==> src/rtl/usb_ep_pkg.sv <==
package usb_ep_pkg;
  typedef enum logic [1:0] {
    HS_NONE  = 2'b00,
    HS_ACK   = 2'b01,
    HS_NAK   = 2'b10,
    HS_STALL = 2'b11
  } hs_e;

  typedef enum logic [1:0] {
    PID_OUT   = 2'b00,
    PID_IN    = 2'b01,
    PID_RSV   = 2'b10,
    PID_SETUP = 2'b11
  } pid_e;

  localparam int REG_W   = 8;
  localparam int B_STALL = 7;
  localparam int B_ARM   = 4;
  localparam int B_DIR   = 4;
  localparam int B_VALID = 1;
  localparam int B_DONE  = 0;

  // maximum packet length selected by the two size bits
  function automatic int unsigned max_pkt(input logic [1:0] sz);
    return 32'd8 << sz;
  endfunction

  function automatic logic len_fits(input int unsigned len, input logic [1:0] sz);
    return len <= max_pkt(sz);
  endfunction
endpackage

==> src/rtl/usb_ep_csr.sv <==
module usb_ep_csr
  import usb_ep_pkg::*;
#(
  parameter bit CTRL = 1'b0
) (
  input  logic             clk,
  input  logic             rst_n,
  input  logic             wr_i,
  input  logic [REG_W-1:0] wdata_i,
  input  logic             rx_set_i,
  input  logic             tx_set_i,
  input  logic             setup_i,
  output logic             stall_o,
  output logic             done_o,
  output logic             in_rdy_o,
  output logic             out_busy_o,
  output logic             in_en_o,
  output logic             out_en_o,
  output logic [1:0]       size_o,
  output logic [REG_W-1:0] rd_o
);
  logic       stall_q, done_q, valid_q;
  logic [1:0] size_q;
  logic       in_en, cpu_arm, tx_clr;

  generate
    if (CTRL) begin : g_ctrl
      logic armed_q;
      logic ctrl_unused;
      always_ff @(posedge clk or negedge rst_n) begin
        if (!rst_n)        armed_q <= 1'b0;
        else if (tx_set_i) armed_q <= 1'b0;
        else if (wr_i)     armed_q <= wdata_i[B_ARM];
      end
      assign in_en       = 1'b1;
      assign out_en_o    = 1'b1;
      assign in_rdy_o    = armed_q;
      assign cpu_arm     = 1'b0;
      assign tx_clr      = 1'b0;
      assign rd_o        = {3'b000, armed_q, size_q, valid_q, done_q};
      assign ctrl_unused = ^wdata_i[6:5];
    end else begin : g_gen
      logic [1:0] mode_q;
      logic       dir_q;
      always_ff @(posedge clk or negedge rst_n) begin
        if (!rst_n) begin
          mode_q <= 2'b00;
          dir_q  <= 1'b0;
        end else if (wr_i) begin
          mode_q <= wdata_i[6:5];
          dir_q  <= wdata_i[B_DIR];
        end
      end
      assign in_en    = dir_q;
      assign out_en_o = ~dir_q;
      assign in_rdy_o = dir_q & valid_q;
      assign cpu_arm  = dir_q;
      assign tx_clr   = 1'b1;
      assign rd_o     = {1'b0, mode_q, dir_q, size_q, valid_q, done_q};
    end
  endgenerate

  always_ff @(posedge clk or negedge rst_n) begin
    if (!rst_n) begin
      stall_q <= 1'b0;
      done_q  <= 1'b0;
      valid_q <= 1'b0;
      size_q  <= 2'b00;
    end else begin
      if (wr_i) begin
        stall_q <= wdata_i[B_STALL];
        size_q  <= wdata_i[3:2];
        done_q  <= done_q & wdata_i[B_DONE];
        valid_q <= cpu_arm ? wdata_i[B_VALID] : (valid_q & wdata_i[B_VALID]);
      end
      // hardware updates come last so they win over a same-cycle write
      if (setup_i) stall_q <= 1'b0;
      if (rx_set_i) begin
        valid_q <= 1'b1;
        done_q  <= 1'b1;
      end
      if (tx_set_i && in_en) begin
        done_q <= 1'b1;
        if (tx_clr) valid_q <= 1'b0;
      end
    end
  end

  assign stall_o    = stall_q;
  assign done_o     = done_q;
  assign out_busy_o = valid_q;
  assign in_en_o    = in_en;
  assign size_o     = size_q;
endmodule

==> src/rtl/usb_ep_hs_decide.sv <==
module usb_ep_hs_decide
  import usb_ep_pkg::*;
#(
  parameter int NEP = 5,
  parameter int AW  = 3,
  parameter int LW  = 7
) (
  input  logic                tok_vld,
  input  logic [1:0]          tok_pid,
  input  logic [AW-1:0]       tok_ep,
  input  logic [LW-1:0]       tok_len,
  input  logic [NEP-1:0]      stall_v,
  input  logic [NEP-1:0]      done_v,
  input  logic [NEP-1:0]      in_rdy_v,
  input  logic [NEP-1:0]      out_busy_v,
  input  logic [NEP-1:0]      in_en_v,
  input  logic [NEP-1:0]      out_en_v,
  input  logic [NEP-1:0][1:0] size_v,
  output logic [1:0]          hs_o,
  output logic [NEP-1:0]      rx_set_o,
  output logic                setup_o
);
  hs_e hs;

  always_comb begin
    hs       = HS_NONE;
    rx_set_o = '0;
    setup_o  = 1'b0;
    for (int e = 0; e < NEP; e++) begin
      if (tok_vld && tok_ep == AW'(e)) begin
        case (tok_pid)
          PID_SETUP: begin
            if (e == 0) begin
              hs          = HS_ACK;
              rx_set_o[e] = 1'b1;
              setup_o     = 1'b1;
            end
          end
          PID_IN: begin
            if (stall_v[e])                                 hs = HS_STALL;
            else if (!in_en_v[e] || done_v[e] || !in_rdy_v[e]) hs = HS_NAK;
            else                                            hs = HS_ACK;
          end
          PID_OUT: begin
            if (stall_v[e]) hs = HS_STALL;
            else if (!out_en_v[e] || done_v[e] || out_busy_v[e] ||
                     !len_fits(32'(tok_len), size_v[e])) hs = HS_NAK;
            else begin
              hs          = HS_ACK;
              rx_set_o[e] = 1'b1;
            end
          end
          default: hs = HS_NONE;
        endcase
      end
    end
  end

  assign hs_o = hs;
endmodule

==> src/rtl/usb_ep_hs_ctrl.sv <==
module usb_ep_hs_ctrl
  import usb_ep_pkg::*;
#(
  parameter int N_GEN = 4,
  parameter int LW    = 7,
  localparam int NEP  = N_GEN + 1,
  localparam int AW   = $clog2(NEP)
) (
  input  logic             clk,
  input  logic             rst_n,
  input  logic [AW-1:0]    reg_addr,
  input  logic             reg_wr,
  input  logic [REG_W-1:0] reg_wdata,
  output logic [REG_W-1:0] reg_rdata,
  input  logic             tok_vld,
  input  logic [1:0]       tok_pid,
  input  logic [AW-1:0]    tok_ep,
  input  logic [LW-1:0]    tok_len,
  input  logic             in_ack_vld,
  input  logic [AW-1:0]    in_ack_ep,
  output logic [1:0]       hs_code,
  output logic             irq
);
  // named internal events, observed by the bound checker
  logic [NEP-1:0]      stall_v, done_v, in_rdy_v, out_busy_v, in_en_v, out_en_v;
  logic [NEP-1:0]      rx_set_v, tx_set_v;
  logic [NEP-1:0][1:0] size_v;
  logic [REG_W-1:0]    rd_v [NEP];
  logic                setup_hit;
  logic [1:0]          hs_next, hs_q;

  generate
    for (genvar e = 0; e < NEP; e++) begin : g_ep
      assign tx_set_v[e] = in_ack_vld && (in_ack_ep == AW'(e));
      usb_ep_csr #(.CTRL(e == 0)) csr_i (
        .clk        (clk),
        .rst_n      (rst_n),
        .wr_i       (reg_wr && (reg_addr == AW'(e))),
        .wdata_i    (reg_wdata),
        .rx_set_i   (rx_set_v[e]),
        .tx_set_i   (tx_set_v[e]),
        .setup_i    ((e == 0) && setup_hit),
        .stall_o    (stall_v[e]),
        .done_o     (done_v[e]),
        .in_rdy_o   (in_rdy_v[e]),
        .out_busy_o (out_busy_v[e]),
        .in_en_o    (in_en_v[e]),
        .out_en_o   (out_en_v[e]),
        .size_o     (size_v[e]),
        .rd_o       (rd_v[e])
      );
    end
  endgenerate

  usb_ep_hs_decide #(.NEP(NEP), .AW(AW), .LW(LW)) dec_i (
    .tok_vld    (tok_vld),
    .tok_pid    (tok_pid),
    .tok_ep     (tok_ep),
    .tok_len    (tok_len),
    .stall_v    (stall_v),
    .done_v     (done_v),
    .in_rdy_v   (in_rdy_v),
    .out_busy_v (out_busy_v),
    .in_en_v    (in_en_v),
    .out_en_v   (out_en_v),
    .size_v     (size_v),
    .hs_o       (hs_next),
    .rx_set_o   (rx_set_v),
    .setup_o    (setup_hit)
  );

  always_ff @(posedge clk or negedge rst_n) begin
    if (!rst_n) hs_q <= 2'b00;
    else        hs_q <= hs_next;
  end

  always_comb begin
    reg_rdata = '0;
    for (int e = 0; e < NEP; e++)
      if (reg_addr == AW'(e)) reg_rdata = rd_v[e];
  end

  assign hs_code = hs_q;
  assign irq     = |done_v;
endmodule

==> config.mk <==
export PLATFORM = sky130hd
export DESIGN_NAME = usb_ep_hs_ctrl
export DESIGN_NICKNAME = d
export VERILOG_FILES = /design/src/rtl/usb_ep_pkg.sv /design/src/rtl/usb_ep_csr.sv /design/src/rtl/usb_ep_hs_decide.sv /design/src/rtl/usb_ep_hs_ctrl.sv
export SDC_FILE = /design/constraint.sdc
export NUM_CORES = 1
export LEC_CHECK = 0
export BUFFER_PORTS_ARGS = -buffer_cell sky130_fd_sc_hd__buf_4
export CORE_MARGIN = 5
export CORE_UTILIZATION = 50
export DETAILED_ROUTE_END_ITERATION = 10
export PLACE_DENSITY = 0.72
export SLEW_MARGIN = 20
export SYNTH_ARGS = -nofsm -noshare
export SYNTH_HDL_FRONTEND = slang
export SYNTH_SLANG_ARGS = --single-unit
==> constraint.sdc <==
create_clock -name clk -period 2.97 [get_ports clk]
set_clock_uncertainty 0.1 [all_clocks]
set_input_delay 0.594 -clock clk [delete_from_list [all_inputs] [get_ports clk]]
set_output_delay 0.594 -clock clk [all_outputs]
set_load 0.005 [all_outputs]
==> reports/results.ini <==
[outcome]
status=finished clean

[layout]
final_cell_mix=nand2_1, buf_4, dfrtp_1
drive_above_1_share_pct=22.74
final_nets=441
mostFrequentLayoutCell=nand2_1
postLayoutCoreUtil_pct=59.51
fin_area_um2=3523
fill_cells=540
num_antenna_cells=0
area_delta_synth_final_pct=15.65

[floorplan]
pin_count=42
core_um2=5921
fp.dieArea_um2=7755
rows=28
floorplan.initialDensity_pct=51.46
fp.dieH_um=88.06
fp.dieW_um=88.06

[clocking]
cts_made_buffers=5
clk_pin_slew_worst_paths_ns=0.08
postCtsHoldBufs=0
cts_root_buf=clkbuf_8
post_cts_buffers=0
cts_max_path_buffers=2
ctsResizeCount=0
clock_latency_ns=0.29
cts_tree=built
numClockSinks=40
htree_levels=2

[timing]
fmax_ghz=0.4065
rsz0062_at_grt=false
fin_setup_tns_ns=0
finalHoldViolCount=0
relSlewSlack_pct=63.37
finalSetupViolCount=0
tightest_slew_ns=0.5480
period_needed_ns=2.460
slew_violations=0
post-route-period-util_pct=82.82

[global_route]
antenna_found_initial=0
grt.total_usage_pct=22.62
grt_pass1_vias=2671
grt_pass1_wl_mm=13.46
grt_max_degree=41
grt_overflow=0

[critical_path]
endpoint_kind=flop
crit_top_cell=a31oi_1
required_ns=3.04
arrival_ns=2.53
cp_cell_sequence=or2_2 -> ha_1 -> or2_0 -> a221oi_1 -> a31oi_1 -> o41a_1 -> o21ai_1 -> a31oi_1
critical_path_class=flop to flop
path_max_fanout=6
path_delay_family=compound AO/OA/AOI/OAI gates
critPathSlowestCell=dfrtp_1
slowest_delay_ns=0.44
path_buf_inv=0
start_kind=flop

[yosys]
synth-edff-count=0
synthTopCellsByArea=dfrtp_1, ha_1, nand2_1
yosysTopAreaCell=dfrtp_1
yosysWarnings=0
syn_inst=346
syn_area_per_cell_um2=8.805
synth_fp_nets=401
ys_seq_area_share_pct=32.85
syn_area_um2=3047
ys_ff_latch=40
synth_top_area_share_pct=32.85
synthArstFlopShare_pct=100.0
ys_types=56
synth_ff_type=dfrtp_1

[power]
peakVddDrop_v=0.0003340
powerDensity_nw_per_um2=545.5
cellLeakagePower_nw=1.552

[routing]
drt-initial-drc-count=147
dr.pass1.iters=4
drt-total-wl_mm=8.127
route.detailed.drc=0
avgRoutedWirePerCell_um=17.59
vias_per_cell=6.022
drtAntennaViolNets=0
vias=2782

[placement]
place_area_um2=3416
dpl.hpwl_mm=6.171
port_buffers=40
gp_congestion=0.9349

[flow_run]
maxCapViolations=0

[worst_hold_path]
hold_path.class=input port to async pin

==> kinds of logic (layout without fill, tap and decap cells) <==
logic type	count (synthesis)	count (layout)	synth area share, %
other	1	1	0.1231
multiplexers	20	20	9.199
AND/OR/NAND/NOR	160	160	27.27
AO/OA/AOI/OAI	77	77	17.41
flip-flops	40	40	32.85
buffers and inverters	24	65	3.285
adder cells (fa/ha/maj)	24	24	9.856
==> final timing paths <==
path	startpoint	to	slack, ns	depth (start not counted)
worst max-delay path	g_ep[0].csr_i.size_o[1]	hs_code[1]	0.51	8
worst min-delay path	rst_n	hs_code[0]	0.18	1
worst max register to register	g_ep[0].csr_i.size_o[1]	hs_code[1]	0.51	8
worst min register to register	g_ep[4].csr_i.g_gen.mode_q[1]	g_ep[4].csr_i.g_gen.mode_q[1]	0.39	2
max in group asynchronous	rst_n	g_ep[4].csr_i.g_gen.mode_q[0]	2.22	1
min in group clk	g_ep[4].csr_i.g_gen.mode_q[1]	g_ep[4].csr_i.g_gen.mode_q[1]	0.39	2
==> worst reg2reg max path: cells and delay by family, from the launching register on <==
family / cells / cell delay, ns
simple gates: 2 / 0.54
compound gates: 5 / 0.99
fa+ha+maj: 1 / 0.29
flops: 1 / 0.44
==> cells in the mapped netlist, types with 2 or more instances <==
master	count
o21ai_2	2
buf_2	4
and3_1	2
nor4b_2	2
mux4_2	5
nand3b_1	4
nand2b_1	12
nor4_1	6
o21ai_0	19
nand4b_1	2
and3b_1	2
or3_1	2
a21oi_2	2
nand2_1	65
clkbuf_1	4
mux2_2	14
a21oi_1	16
nand3_1	16
and2_1	5
a22oi_1	2
ha_1	24
a21o_1	3
o211ai_1	6
nand4_1	5
a31oi_1	4
or2_2	5
nor3_1	6
nor3_2	3
inv_1	14
o22ai_1	2
dfrtp_1	40
nor2b_1	3
and4_1	2
o21ai_1	7
nor2_1	14
a2111oi_4	2
==> flip-flops by register name, summed over array words and instances, names as in the netlist <==
signal	flops
g_ep.csr_i.in_en_o	4
g_ep.csr_i.done_o	5
g_ep.csr_i.in_rdy_o	1
g_ep.csr_i.out_busy_o	5
g_ep.csr_i.g_gen.mode_q	8
g_ep.csr_i.size_o	10
g_ep.csr_i.stall_o	5
hs_code	2
==> routing by layer <==
layer  global-route usage [%]  vias up  routed length (um)
met1                    32.35     1315                3691
met5                        0        -                   0
met4                    5.907        0                 136
li1                         -     1341                   -
met2                    35.96      111                3794
met3                    3.481       15                 505
==> area by class of cell <==
class | instances | area [um^2] | share of cell area, %
Inverter | 14 | 52.55 | 1.491
Multi-Input combinational cell | 282 | 1946 | 55.22
Sequential cell | 40 | 1001 | 28.41
Timing Repair Buffer | 43 | 322.8 | 9.162
Tap cell | 75 | 93.84 | 2.663
Clock buffer | 6 | 72.57 | 2.060
Clock inverter | 2 | 35.03 | 0.9943
==> power by group <==
group	internal, W	switching [W]
Combinational	0.000323	0.000303
Clock	0.000250	0.000193
Sequential	0.000664	0.000188
==> stage by stage <==
step           hold WS [ns]  total power (W)  std cells  setup WS (ns)
2_1_floorplan        0.1984         0.001241        346         0.7059
3_3_place_gp         0.3603         0.001461        454         0.4695
3_5_place_dp         0.3672         0.001479        454         0.4701
4_1_cts              0.1994         0.001921        462         0.5241
5_1_grt              0.2161         0.002056        462         0.3544
6_report             0.1833         0.001922        462         0.5102
No activity file was read; power rests on OpenSTA's default activity.
